===== config.mk =====
export PLATFORM = sky130hd
export DESIGN_NAME = pkt_seq_tx
export DESIGN_NICKNAME = d
export VERILOG_FILES = /design/src/rtl/pkt_seq_pkg.sv /design/src/rtl/pkt_seq_ord_hold.sv /design/src/rtl/pkt_seq_burst_cnt.sv /design/src/rtl/pkt_seq_fsm.sv /design/src/rtl/pkt_seq_tx.sv
export SDC_FILE = /design/constraint.sdc
export NUM_CORES = 1
export LEC_CHECK = 0
export BUFFER_PORTS_ARGS = -buffer_cell sky130_fd_sc_hd__buf_2
export CAP_MARGIN = 20
export CELL_PAD_IN_SITES_DETAIL_PLACEMENT = 0
export CELL_PAD_IN_SITES_GLOBAL_PLACEMENT = 1
export CORE_AREA = 4 4 120 122
export DETAILED_ROUTE_END_ITERATION = 8
export DIE_AREA = 0 0 124 126
export GPL_TIMING_DRIVEN = 0
export PLACE_DENSITY_LB_ADDON = 0.1
export SYNTH_ARGS = -nofsm -noshare
export SYNTH_HDL_FRONTEND = slang
export SYNTH_SLANG_ARGS = --single-unit

===== constraint.sdc =====
create_clock -name clk_i -period 2.4 [get_ports clk_i]
set_clock_uncertainty 0.05 [all_clocks]
set_input_delay 0.24 -clock clk_i [delete_from_list [all_inputs] [get_ports clk_i]]
set_output_delay 0.24 -clock clk_i [all_outputs]
set_load 0.03 [all_outputs]

===== src/rtl/pkt_seq_pkg.sv =====
package pkt_seq_pkg;
  typedef enum logic [1:0] {
    TAG_REQ    = 2'b00,
    TAG_ADDR   = 2'b01,
    TAG_CONT   = 2'b10,
    TAG_STREAM = 2'b11
  } pkt_tag_e;

  typedef enum logic [2:0] {
    ST_IDLE   = 3'd0,
    ST_REQ    = 3'd1,
    ST_ADDR   = 3'd2,
    ST_CONT   = 3'd3,
    ST_STREAM = 3'd4
  } seq_state_e;
endpackage


===== src/rtl/pkt_seq_ord_hold.sv =====
module pkt_seq_ord_hold #(
  parameter int AW = 24,
  parameter int DW = 32
) (
  input  logic          clk_i,
  input  logic          rst_ni,
  input  logic          req_i,
  input  logic [AW-1:0] addr_i,
  input  logic [DW-1:0] data_i,
  input  logic          done_i,
  output logic          pend_o,
  output logic [AW-1:0] addr_o,
  output logic [DW-1:0] data_o
);
  logic          pend_q;
  logic [AW-1:0] addr_q;
  logic [DW-1:0] data_q;

  // capture only when empty; clear once the content word leaves
  always_ff @(posedge clk_i or negedge rst_ni) begin
    if (!rst_ni) begin
      pend_q <= 1'b0;
      addr_q <= '0;
      data_q <= '0;
    end else if (done_i) begin
      pend_q <= 1'b0;
    end else if (req_i && !pend_q) begin
      pend_q <= 1'b1;
      addr_q <= addr_i;
      data_q <= data_i;
    end
  end

  assign pend_o = pend_q;
  assign addr_o = addr_q;
  assign data_o = data_q;
endmodule


===== src/rtl/pkt_seq_burst_cnt.sv =====
module pkt_seq_burst_cnt #(
  parameter int CW = 16
) (
  input  logic          clk_i,
  input  logic          rst_ni,
  input  logic          load_i,
  input  logic [CW-1:0] len_i,
  input  logic          dec_i,
  output logic [CW-1:0] cnt_o,
  output logic          zero_o,
  output logic          last_o
);
  logic [CW-1:0] cnt_q;

  always_ff @(posedge clk_i or negedge rst_ni) begin
    if (!rst_ni)     cnt_q <= '0;
    else if (load_i) cnt_q <= len_i;
    else if (dec_i)  cnt_q <= cnt_q - CW'(1);
  end

  assign cnt_o  = cnt_q;
  assign zero_o = (cnt_q == '0);
  assign last_o = (cnt_q == CW'(1));
endmodule


===== src/rtl/pkt_seq_fsm.sv =====
module pkt_seq_fsm
  import pkt_seq_pkg::*;
(
  input  logic       clk_i,
  input  logic       rst_ni,
  input  logic       link_up_i,
  input  logic       pend_i,
  input  logic       dma_start_i,
  input  logic       out_ready_i,
  input  logic       s_valid_i,
  input  logic       cnt_zero_i,
  input  logic       cnt_last_i,
  output seq_state_e state_o,
  output logic       dma_o,
  output logic       accept_dma_o,
  output logic       ord_done_o,
  output logic       cnt_dec_o,
  output logic       out_valid_o,
  output logic       s_ready_o
);
  seq_state_e state_q, state_d;
  logic       dma_q, dma_d;
  logic       fire;

  always_comb begin
    out_valid_o = 1'b0;
    if (link_up_i) begin
      unique case (state_q)
        ST_REQ, ST_ADDR, ST_CONT: out_valid_o = 1'b1;
        ST_STREAM:                out_valid_o = s_valid_i;
        default:                  out_valid_o = 1'b0;
      endcase
    end
  end

  assign fire         = out_valid_o && out_ready_i;
  assign s_ready_o    = link_up_i && out_ready_i && (state_q == ST_STREAM);
  assign cnt_dec_o    = fire && (state_q == ST_STREAM);
  // a held register request wins over a new stream start
  assign accept_dma_o = (state_q == ST_IDLE) && !pend_i && dma_start_i;
  assign ord_done_o   = fire && (state_q == ST_CONT);

  always_comb begin
    state_d = state_q;
    dma_d   = dma_q;
    unique case (state_q)
      ST_IDLE: begin
        if (pend_i) begin
          state_d = ST_REQ;
          dma_d   = 1'b0;
        end else if (dma_start_i) begin
          state_d = ST_REQ;
          dma_d   = 1'b1;
        end
      end
      ST_REQ:  if (fire) state_d = ST_ADDR;
      ST_ADDR: if (fire) state_d = !dma_q ? ST_CONT : (cnt_zero_i ? ST_IDLE : ST_STREAM);
      ST_CONT: if (fire) state_d = ST_IDLE;
      ST_STREAM: if (fire && cnt_last_i) state_d = ST_IDLE;
      default: state_d = ST_IDLE;
    endcase
  end

  always_ff @(posedge clk_i or negedge rst_ni) begin
    if (!rst_ni) begin
      state_q <= ST_IDLE;
      dma_q   <= 1'b0;
    end else begin
      state_q <= state_d;
      dma_q   <= dma_d;
    end
  end

  assign state_o = state_q;
  assign dma_o   = dma_q;
endmodule


===== src/rtl/pkt_seq_tx.sv =====
module pkt_seq_tx
  import pkt_seq_pkg::*;
#(
  parameter int AW = 24,
  parameter int DW = 32,
  parameter int CW = 16
) (
  input  logic          clk_i,
  input  logic          rst_ni,
  input  logic          link_up_i,
  input  logic          ord_req_i,
  input  logic [AW-1:0] ord_addr_i,
  input  logic [DW-1:0] ord_data_i,
  input  logic          dma_start_i,
  input  logic [AW-1:0] dma_addr_i,
  input  logic [CW-1:0] dma_len_i,
  input  logic          s_valid_i,
  input  logic [DW-1:0] s_data_i,
  output logic          s_ready_o,
  output logic          out_valid_o,
  input  logic          out_ready_i,
  output logic [1:0]    out_tag_o,
  output logic [DW-1:0] out_data_o,
  output logic          busy_o
);
  seq_state_e    state_q;
  logic          dma_q;
  logic          accept_dma, ord_done, cnt_dec;
  logic          pend;
  logic [AW-1:0] pend_addr;
  logic [DW-1:0] pend_data;
  logic [CW-1:0] cnt;
  logic          cnt_zero, cnt_last;
  logic [AW-1:0] dma_addr_q;
  logic [DW-1:0] req_word;

  pkt_seq_ord_hold #(.AW(AW), .DW(DW)) u_hold (
    .clk_i  (clk_i),
    .rst_ni (rst_ni),
    .req_i  (ord_req_i),
    .addr_i (ord_addr_i),
    .data_i (ord_data_i),
    .done_i (ord_done),
    .pend_o (pend),
    .addr_o (pend_addr),
    .data_o (pend_data)
  );

  pkt_seq_burst_cnt #(.CW(CW)) u_cnt (
    .clk_i  (clk_i),
    .rst_ni (rst_ni),
    .load_i (accept_dma),
    .len_i  (dma_len_i),
    .dec_i  (cnt_dec),
    .cnt_o  (cnt),
    .zero_o (cnt_zero),
    .last_o (cnt_last)
  );

  pkt_seq_fsm u_fsm (
    .clk_i        (clk_i),
    .rst_ni       (rst_ni),
    .link_up_i    (link_up_i),
    .pend_i       (pend),
    .dma_start_i  (dma_start_i),
    .out_ready_i  (out_ready_i),
    .s_valid_i    (s_valid_i),
    .cnt_zero_i   (cnt_zero),
    .cnt_last_i   (cnt_last),
    .state_o      (state_q),
    .dma_o        (dma_q),
    .accept_dma_o (accept_dma),
    .ord_done_o   (ord_done),
    .cnt_dec_o    (cnt_dec),
    .out_valid_o  (out_valid_o),
    .s_ready_o    (s_ready_o)
  );

  always_ff @(posedge clk_i or negedge rst_ni) begin
    if (!rst_ni)         dma_addr_q <= '0;
    else if (accept_dma) dma_addr_q <= dma_addr_i;
  end

  // stream request: top bit flags stream mode, low bits carry the length
  always_comb begin
    req_word = '0;
    if (dma_q) begin
      req_word[CW-1:0] = cnt;
      req_word[DW-1]   = 1'b1;
    end
  end

  always_comb begin
    out_tag_o  = TAG_REQ;
    out_data_o = '0;
    unique case (state_q)
      ST_REQ: begin
        out_tag_o  = TAG_REQ;
        out_data_o = req_word;
      end
      ST_ADDR: begin
        out_tag_o  = TAG_ADDR;
        out_data_o = dma_q ? DW'(dma_addr_q) : DW'(pend_addr);
      end
      ST_CONT: begin
        out_tag_o  = TAG_CONT;
        out_data_o = pend_data;
      end
      ST_STREAM: begin
        out_tag_o  = TAG_STREAM;
        out_data_o = s_data_i;
      end
      default: ;
    endcase
  end

  assign busy_o = (state_q != ST_IDLE);
endmodule


After elaboration in Yosys (flattened, before gate mapping) --
Cells that the tools add are included.
Storage, ports and cells: register bits 101, bits of input ports 135, word-level logic and storage cells 61, output and inout port bits 37
Cells by class: reductions and logical operators 20, bitwise logic cells 1, multiplexer cells 22, $add $sub $neg 1, equal/unequal tests 10
Operators with widths (count):
- 32-bit case mux with 4 select lines | 1
- 16-bit two-way mux | 3
- 24-bit two-way mux | 1
- 3-bit two-way mux | 8
- 16-bit by 1-bit == test with 1-bit output (second input constant) | 1
- 16-bit zero test | 1
- 16-bit by 1-bit subtractor with 16-bit output (second input constant) | 1
- 3-bit case mux with 5 select lines | 1
- 1-bit logical AND | 9
- 3-bit by 2-bit == test with 1-bit output (second input constant) | 2
- 1-bit two-way mux | 6
- 2-bit by 1-bit != test with 1-bit output (second input constant) | 3
- 2-bit case mux with 3 select lines | 1
- 2-bit nonzero test | 3
- 5-bit AND reduction | 1
- 2-bit AND reduction | 2
- 3-bit by 1-bit == test with 1-bit output (second input constant) | 1
- 3-bit == test (second input constant) | 1
- 3-bit zero test | 1
- 3-bit != test (second input constant) | 1
- 3-bit nonzero test | 1
- 3-bit OR reduction | 1
- 2-bit != test (second input constant) | 1
- 1-bit case mux with 2 select lines | 1
- 2 further kinds | 2

Longest topological paths before layout --
Gate-level depths: netlist (run 1).
word-level depth 8, depth in mapped cells 7

Hierarchy --
From an unflattened synthesis (run 1), not the netlist that was laid out.
Unflattened totals: cell total of the unflattened synthesis 445, area, all modules 5311.3 um2
Modules (own cells, without submodules):
- pkt_seq_ord_hold | sequential area each 1426.4 um2, area each 2138.3 um2, times used 1, cells each 122
- pkt_seq_tx | sequential area each 600.6 um2, area each 1960.6 um2, times used 1, cells each 189
- pkt_seq_burst_cnt | sequential area each 400.4 um2, area each 948.4 um2, times used 1, cells each 102
- pkt_seq_fsm | sequential area each 100.1 um2, area each 264.0 um2, times used 1, cells each 32

Worst setup path after synthesis (run 1) --
OpenSTA, ideal clock, no wires.
path kind flip-flop to output port, start point reg u_fsm.state_q[0], in the netlist u_fsm.state_o[0], end point out out_data_o[13], required time 2110 ps, cell stages (with the launch flop) 6, data arrival time 1655 ps, slack 455 ps, path through dfrtp_1 > clkbuf_1 > nor4b_2 > buf_2 > a222oi_1 > nand2_1
Between the ends: cells in the longest elaborated chain, start to end 2
RTL lines:
- start: declaration | line pkt_seq_fsm.sv:21 | seq_state_e state_q, state_d;
- start signal: assignment | line pkt_seq_fsm.sv:69 | state_q <= state_d;
- 3-bit == test, or another cell as far along | line pkt_seq_tx.sv:96 | unique case (state_q)
- 32-bit case mux with 4 select lines * | line pkt_seq_tx.sv:96
- end: declaration | line pkt_seq_tx.sv:23 | output logic [DW-1:0] out_data_o,
Every way passes the cells marked *; elsewhere a longest branch is shown, timed or not.

Final worst setup path (run 1) --
start point reg u_fsm.state_q[1], in the netlist u_fsm.state_o[1], end point out out_data_o[7]
Same word-level chain as after synthesis.

==> impl_results.md, run 1 <==
- # rows: 42
- ANT nets after route: 0
- GRT Overall Usage: 21.3%
- Crit Path Category: flip-flop to output pin
- Routability Congestion: 0.826
- Slew headroom: 56.8%
- Max-slew violation count: 0
- Top cells by area, synth: dfrtp_1 (51%), mux2_2 (13%), nand2_1 (8.4%), a22oi_1 (4.8%), a222oi_1 (3.2%)
- Post-synth EDFFs: 0
- Setup TNS Final: 0 ns
- Antenna diodes: 0
- Post-Synthesis Cells: 467
- Ports: approximately 170
- DRC Markers: 0
- Final min period: about 2.3 ns
- Final #Nets: a little under 800
- CTS tree: built
- Synth async-reset ratio: 100%
- Power, Total: between 8 and 9 mW
- Total global routing overflow: 0
- Synth cell types: 50
- Register area share after synthesis: 50.8%
- Clock Path Buffers: 2
- Skew-Pair Late Insertion Delay: ~0.35 ns
- Dpl hpwl: around 12 mm
- TritonRoute pass-1 iters: 5
- Share of layout cells above drive strength 1: 44.6%
- # fillers: 1308
- Starting Density: 37.8%
- Critical Path Sink Type: output pin
- Power Internal: around 5.1 mW
- Crit start category: flip-flop
- Synth Area per Inst: roughly 11 sq um
- Warnings, synthesis: 0
- Req. time, crit path: 2.11 ns
- CTS sink count: 101
- Clock Power Share: 18.1%
- Final number of setup-violating endpoints: 0
- Hold WS: between 0.02 and 0.03 ns
- Combinational power share: between 40% and 50%
- Worst Path Arrival: approximately 2.1 ns
- Yosys reg bits: 101
- Initial antenna violation count: 2
- Max Cap Violations: 0
- Drt total wl: approximately 17 mm
- Vias per cell: 5.29
- Reg clk slew, reported paths: 0.07 ns
- Largest net degree at the start of global routing: 56
- Area leader, netlist: dfrtp_1
- Util after Layout: between 40 and 50%
- Vias: approximately 4.4k
- Static leakage power: about 3.3 nW
- H-tree depth: 3
- Vias in the first global route: between 4k and 5k
- Net Count, Synth: slightly above 600
- Die Wd: around 120 um
- Sw Share: between 40% and 50%
- RSZ-0062 raised after global routing: yes
- Die ar.: ~16000 sq um
- Top cells by count, synth: nand2_1 (112), dfrtp_1 (101), mux2_2 (57), a22oi_1 (32), a222oi_1 (16)
- Sw power: 3.53 mW
- Count leader, synth: nand2_1
- Hold depth: 3
- First-pass GRT wire length: 25.0 mm
- Final hold vios: 0
- CTS root buf: clkbuf_16
- Peak supply drop: between 0.6 and 0.7 mV
- Period utilisation layout: a little over nine tenths
- Worst-Margin Slew: approximately 0.65 ns
- Share of the synthesized area in the top cell type: between 50 and 60%
- Setup ws final: slightly above 0.06 ns
- Crit path max fanout: 10
- Total CTS buffers: 9
- Status: completed
- Fmax: between 0.4 and 0.5 GHz
- DP Worst Slack: -0.296 ns
- Die Ht: about 130 um
- Power per cell area: around 1300 nW/um^2
- Worst reg2reg path depth: 7
- Port buffer count: 171
- Post-Syn Area: between 4000 and 5000 sq um
- Area grow syn2layout: 32.1%
- Dpl cells: just over 800
- Fin cells: 839
- DR WL/cell: between 15 and 20 um
- DP Area: 6090 sq um
- Predominant post-synthesis flop cell: dfrtp_1
- Drt initial violations: about 410
- Core Footprint: about 13000 sq um
- Post-layout instance area: approximately 6600 sq um
- Sequential fraction of design power: 36.8%
- Min-delay worst type: input port to flip-flop
[power by group through the flow]
stage | clock (mW) | sequential [mW] | combinational, mW
6_report | 1.56 | 3.17 | 3.89
4_1_cts | 1.60 | 3.16 | 3.83
5_1_grt | 1.65 | 3.28 | 4.23
3_5_place_dp | 0 | 3.18 | 3.68
3_3_place_gp | 0 | 3.15 | 3.62
2_1_floorplan | 0 | 2.99 | 2.65
[worst max-delay path, stage by stage (launching register included)]
cell and delay (ns):
dfrtp_2 0.45, buf_6 0.13, nor4b_4 0.12, buf_4 0.16, buf_6 0.15, a222oi_1 0.36, nand2_1 0.16, buf_6 0.17
[registers in the layout, indices dropped and copies added, names as in the netlist]
| signal | cells |
|---|---|
| u_fsm.state_o | 3 |
| u_fsm.dma_o | 1 |
| u_cnt.cnt_o | 16 |
| u_hold.pend_o | 1 |
| dma_addr_q | 24 |
| u_hold.addr_o | 24 |
| u_hold.data_o | 32 |
[routing by layer]
| metal | vias up | global-route usage, % | wire length (um) |
|---|---|---|---|
| li1 | 2101 | - | - |
| met1 | 2141 | 30.1 | 7460 |
| met2 | 176 | 33.4 | 7700 |
| met3 | 15 | 3.81 | 1190 |
| met4 | 4 | 6.06 | 182 |
| met5 | - | 0 | 30 |
[worst paths after layout]
kind | start | end | slack, ns
min reg2reg | dma_addr_q[22]$_DFFE_PN0P_ | dma_addr_q[22]$_DFFE_PN0P_ | 0.43
min in group asynchronous | rst_ni | u_hold.addr_o[5]$_DFFE_PN0P_ | 0.42
max reg2reg | u_fsm.state_o[2]$_DFFE_PN0P_ | u_cnt.cnt_o[8]$_DFFE_PN0P_ | 0.27
max | u_fsm.state_o[1]$_DFFE_PN0P_ | out_data_o[7] | 0.06
max in group asynchronous | rst_ni | u_hold.addr_o[13]$_DFFE_PN0P_ | 1.19
min | dma_addr_i[14] | dma_addr_q[14]$_DFFE_PN0P_ | 0.03
[kinds of logic after synthesis]
family / count (synthesis) / synth area share (%)
AOI/OAI and AO/OA: 91 / 14.1
xor gates and xnor gates: 7 / 1.23
adders and majority gates: 2 / 0.502
buffers and inverters: 37 / 3.64
DFF: 101 / 50.8
muxes: 57 / 12.9
and+or+nand+nor: 172 / 16.9
[cells in the final DEF, fill, tap and decap left out, types with 3 or more instances in the layout]
master,count
a21oi_1,4
a222oi_1,16
a22o_1,7
a22oi_1,32
a31oi_1,9
and3_1,4
buf_2,176
buf_4,17
buf_6,9
clkbuf_1,4
clkbuf_16,9
clkbuf_4,4
dfrtp_1,98
dfrtp_2,3
inv_1,4
mux2_2,57
nand2_1,112
nand3_1,7
nand4_1,3
nor2_1,13
nor3_1,4
o211ai_1,3
o21ai_0,7
o31ai_1,5
or4_1,9
xor2_1,5
[area by class of cell]
cell class | count | area, sq um | share of cell area, %
Buffer | 32 | 240 | 3.65
Tap cell | 176 | 220 | 3.35
Multi-Input combinational cell | 329 | 2290 | 34.8
Sequential cell | 101 | 2530 | 38.5
Clock buffer | 10 | 229 | 3.48
Clock inverter | 6 | 86.3 | 1.31
Timing Repair Buffer | 181 | 968 | 14.7
Inverter | 4 | 15.0 | 0.228
[timing repair]
| item | 4_1_cts | 5_1_grt |
|---|---|---|
| setup buffers | 4 | 5 |
| hold endpoints to repair | 46 | 0 |
| pin swaps | 4 | 4 |
| hold buffers | 1 | 0 |
| resized for setup | 26 | 24 |
| endpoints found under the setup margin | 34 | 62 |
Power figures use the tool's default switching activity.
==> run 2: changes to the inputs <==
--- a/config.mk
+++ b/config.mk
@@ -9,9 +9,11 @@
 export CAP_MARGIN = 20
 export CELL_PAD_IN_SITES_DETAIL_PLACEMENT = 0
 export CELL_PAD_IN_SITES_GLOBAL_PLACEMENT = 1
-export CORE_AREA = 4 4 120 122
+export CORE_AREA = 4 4 118 120
+export CTS_BUF_LIST = sky130_fd_sc_hd__clkbuf_8
+export CTS_CLUSTER_DIAMETER = 50
 export DETAILED_ROUTE_END_ITERATION = 8
-export DIE_AREA = 0 0 124 126
+export DIE_AREA = 0 0 122 124
 export GPL_TIMING_DRIVEN = 0
 export PLACE_DENSITY_LB_ADDON = 0.1
 export SYNTH_ARGS = -nofsm -noshare
==> impl_results.md, run 2 (synthesis results as in run 1) <==
- Status: completed
- Most common cell after layout, fill and taps aside: buf_2
- Final hold vios: 0
- Critical path startpoint: u_fsm.state_o[2]$_DFFE_PN0P_
- Critical Path Sink Type: output pin
- TritonRoute pass-1 iters: 5
- Peak supply drop: roughly 0.8 mV
- Area grow syn2layout: 37.3%
- Total CTS buffers: 9
- # rows: 42
- Final #Nets: about 820
- Fmax: about 0.43 GHz
- Util after Layout: 52.7%
- Reg area: about 2500 sq um
- Power per cell area: 1240 nW/um^2
- Drt total wl: roughly 16 mm
- Crit start category: flip-flop
- Max Cap Violations: 0
- Crit Path Category: flip-flop to output pin
- Die Wd: 122 um
- Skew-Pair Late Insertion Delay: 0.38 ns
- Final min period: roughly 2.3 ns
- Final number of setup-violating endpoints: 0
- Req. time, crit path: between 2 and 2.5 ns
- Static leakage power: roughly 3.3 nW
- Max reg flops: 32
- Ports: between 150 and 200
- Reg clk slew, reported paths: ~0.090 ns
- RSZ-0062 raised after global routing: yes
- Die Ht: roughly 120 um
- Crit path max fanout: 10
- Starting Density: between 30% and 40%
- Most frequent cells in the layout: buf_2 (168), nand2_1 (112), dfrtp_1 (98), mux2_2 (57)
- Routability Congestion: 0.799
- Multi-input logic area: 2330 sq um
- Total global routing overflow: 0
- Vias: between 4k and 5k
- ANT nets after route: 0
- Hold WS: between 0.01 and 0.015 ns
- Dpl hpwl: 11.9 mm
- Worst-Margin Slew: between 0.8 and 0.9 ns
- Antenna diodes: 0
- # fillers: roughly 1.2k
- Min-delay worst type: input port to flip-flop
- CTS sink count: 101
- Worst Path Arrival: 2.03 ns
- DRC Markers: 0
- Port buffer count: ~170
- H-tree depth: 3
- Initial antenna violation count: 2
- Vias per cell: roughly 5.2
- First-pass GRT wire length: ~25 mm
- Clock Path Buffers: 2
- Vias in the first global route: ~4.6k
- Period utilisation layout: between 90% and 100%
- CTS root buf: clkbuf_8
- DR WL/cell: around 19 um
- CTS tree: built
- Hold Crit Start: dma_addr_i[16]
- Power, Total: approximately 8.5 mW
- Drt initial violations: ~330
- GRT Overall Usage: approximately 22%
- Max-slew violation count: 0
- Die ar.: about 15000 sq um
- Core Footprint: 13000 sq um
- Slew headroom: between 40 and 50%
- Reg2reg start: u_fsm.state_o[1]$_DFFE_PN0P_
- Share of layout cells above drive strength 1: between 40 and 50%
- Largest net degree at the start of global routing: 65
[run 2: cell types whose count changed in the layout (fill, tap and decap cells not counted), moves of 8 or more]
cell	change
buf_2	-8
clkbuf_16	-8
a22oi_2	+8
a22oi_1	-8
clkbuf_8	+12
dlygate4sd3_1	+22
[run 2: area by class of cell]
type,instances,share of cell area [%]
clock buffers,12,2.42
plain buffers,32,3.92
multi-input cells,329,34.1
inverters,4,0.220
flip-flops and latches,101,37.0
clock inverters,4,0.787
repair buffers,207,18.3
well taps,176,3.22
[run 2: per-layer routing]
metal	vias to the layer above	wire length [um]	track usage [%]
met5	-	25	0
met4	4	280	7.77
met3	21	1370	5.59
met2	168	7810	35.4
met1	2154	6850	28.7
li1	2147	-	-
[run 2: path summary, 6_finish.rpt]
kind	endpoint	depth (start not counted)	slack (ns)
max in group asynchronous	dma_addr_q[8]$_DFFE_PN0P_	3	1.14
min in group asynchronous	u_hold.data_o[30]$_DFFE_PN0P_	2	0.46
worst max register to register	dma_addr_q[7]$_DFFE_PN0P_	7	0.26
worst max-delay path	out_data_o[2]	7	0.08
worst min-delay path	dma_addr_q[16]$_DFFE_PN0P_	3	0.01
worst min register to register	dma_addr_q[3]$_DFFE_PN0P_	2	0.44
[run 2: critical path, stage by stage (launching register included)]
cell and delay [ns]:
dfrtp_1 0.41, buf_6 0.14, nor3b_4 0.17, buf_6 0.14, clkbuf_16 0.16, a222oi_1 0.34, nand2_1 0.09, clkbuf_4 0.20
[run 2: timing repair]
action | 4_1_cts | 5_1_grt
endpoints found under the setup margin | 34 | 55
hold endpoints to repair | 85 | 0
pin swaps | 9 | 5
setup buffers | 8 | 6
resized for setup | 44 | 28
hold buffers | 23 | 0
[run 2: power by group]
group / internal, mW / switching, mW / leakage (nW)
clock: 0.571 / 0.618 / 0.105
sequential: 2.55 / 0.635 / 1.23
combinational: 1.80 / 2.30 / 2.00
total: 4.92 / 3.55 / 3.34
[run 2: stage by stage]
stage                     TNS [ns]  std cells  worst slack (ns)  instance area, sq um
after floorplan                  0        467             0.455                  4980
after global placement      -18.67        814            -0.264                  6060
final                            0        865            0.0820                  6840
after CTS                        0        861           0.00390                  6750
after global routing       -0.0217        865           -0.0124                  6840
after detailed placement     -3.47        815            -0.226                  6080
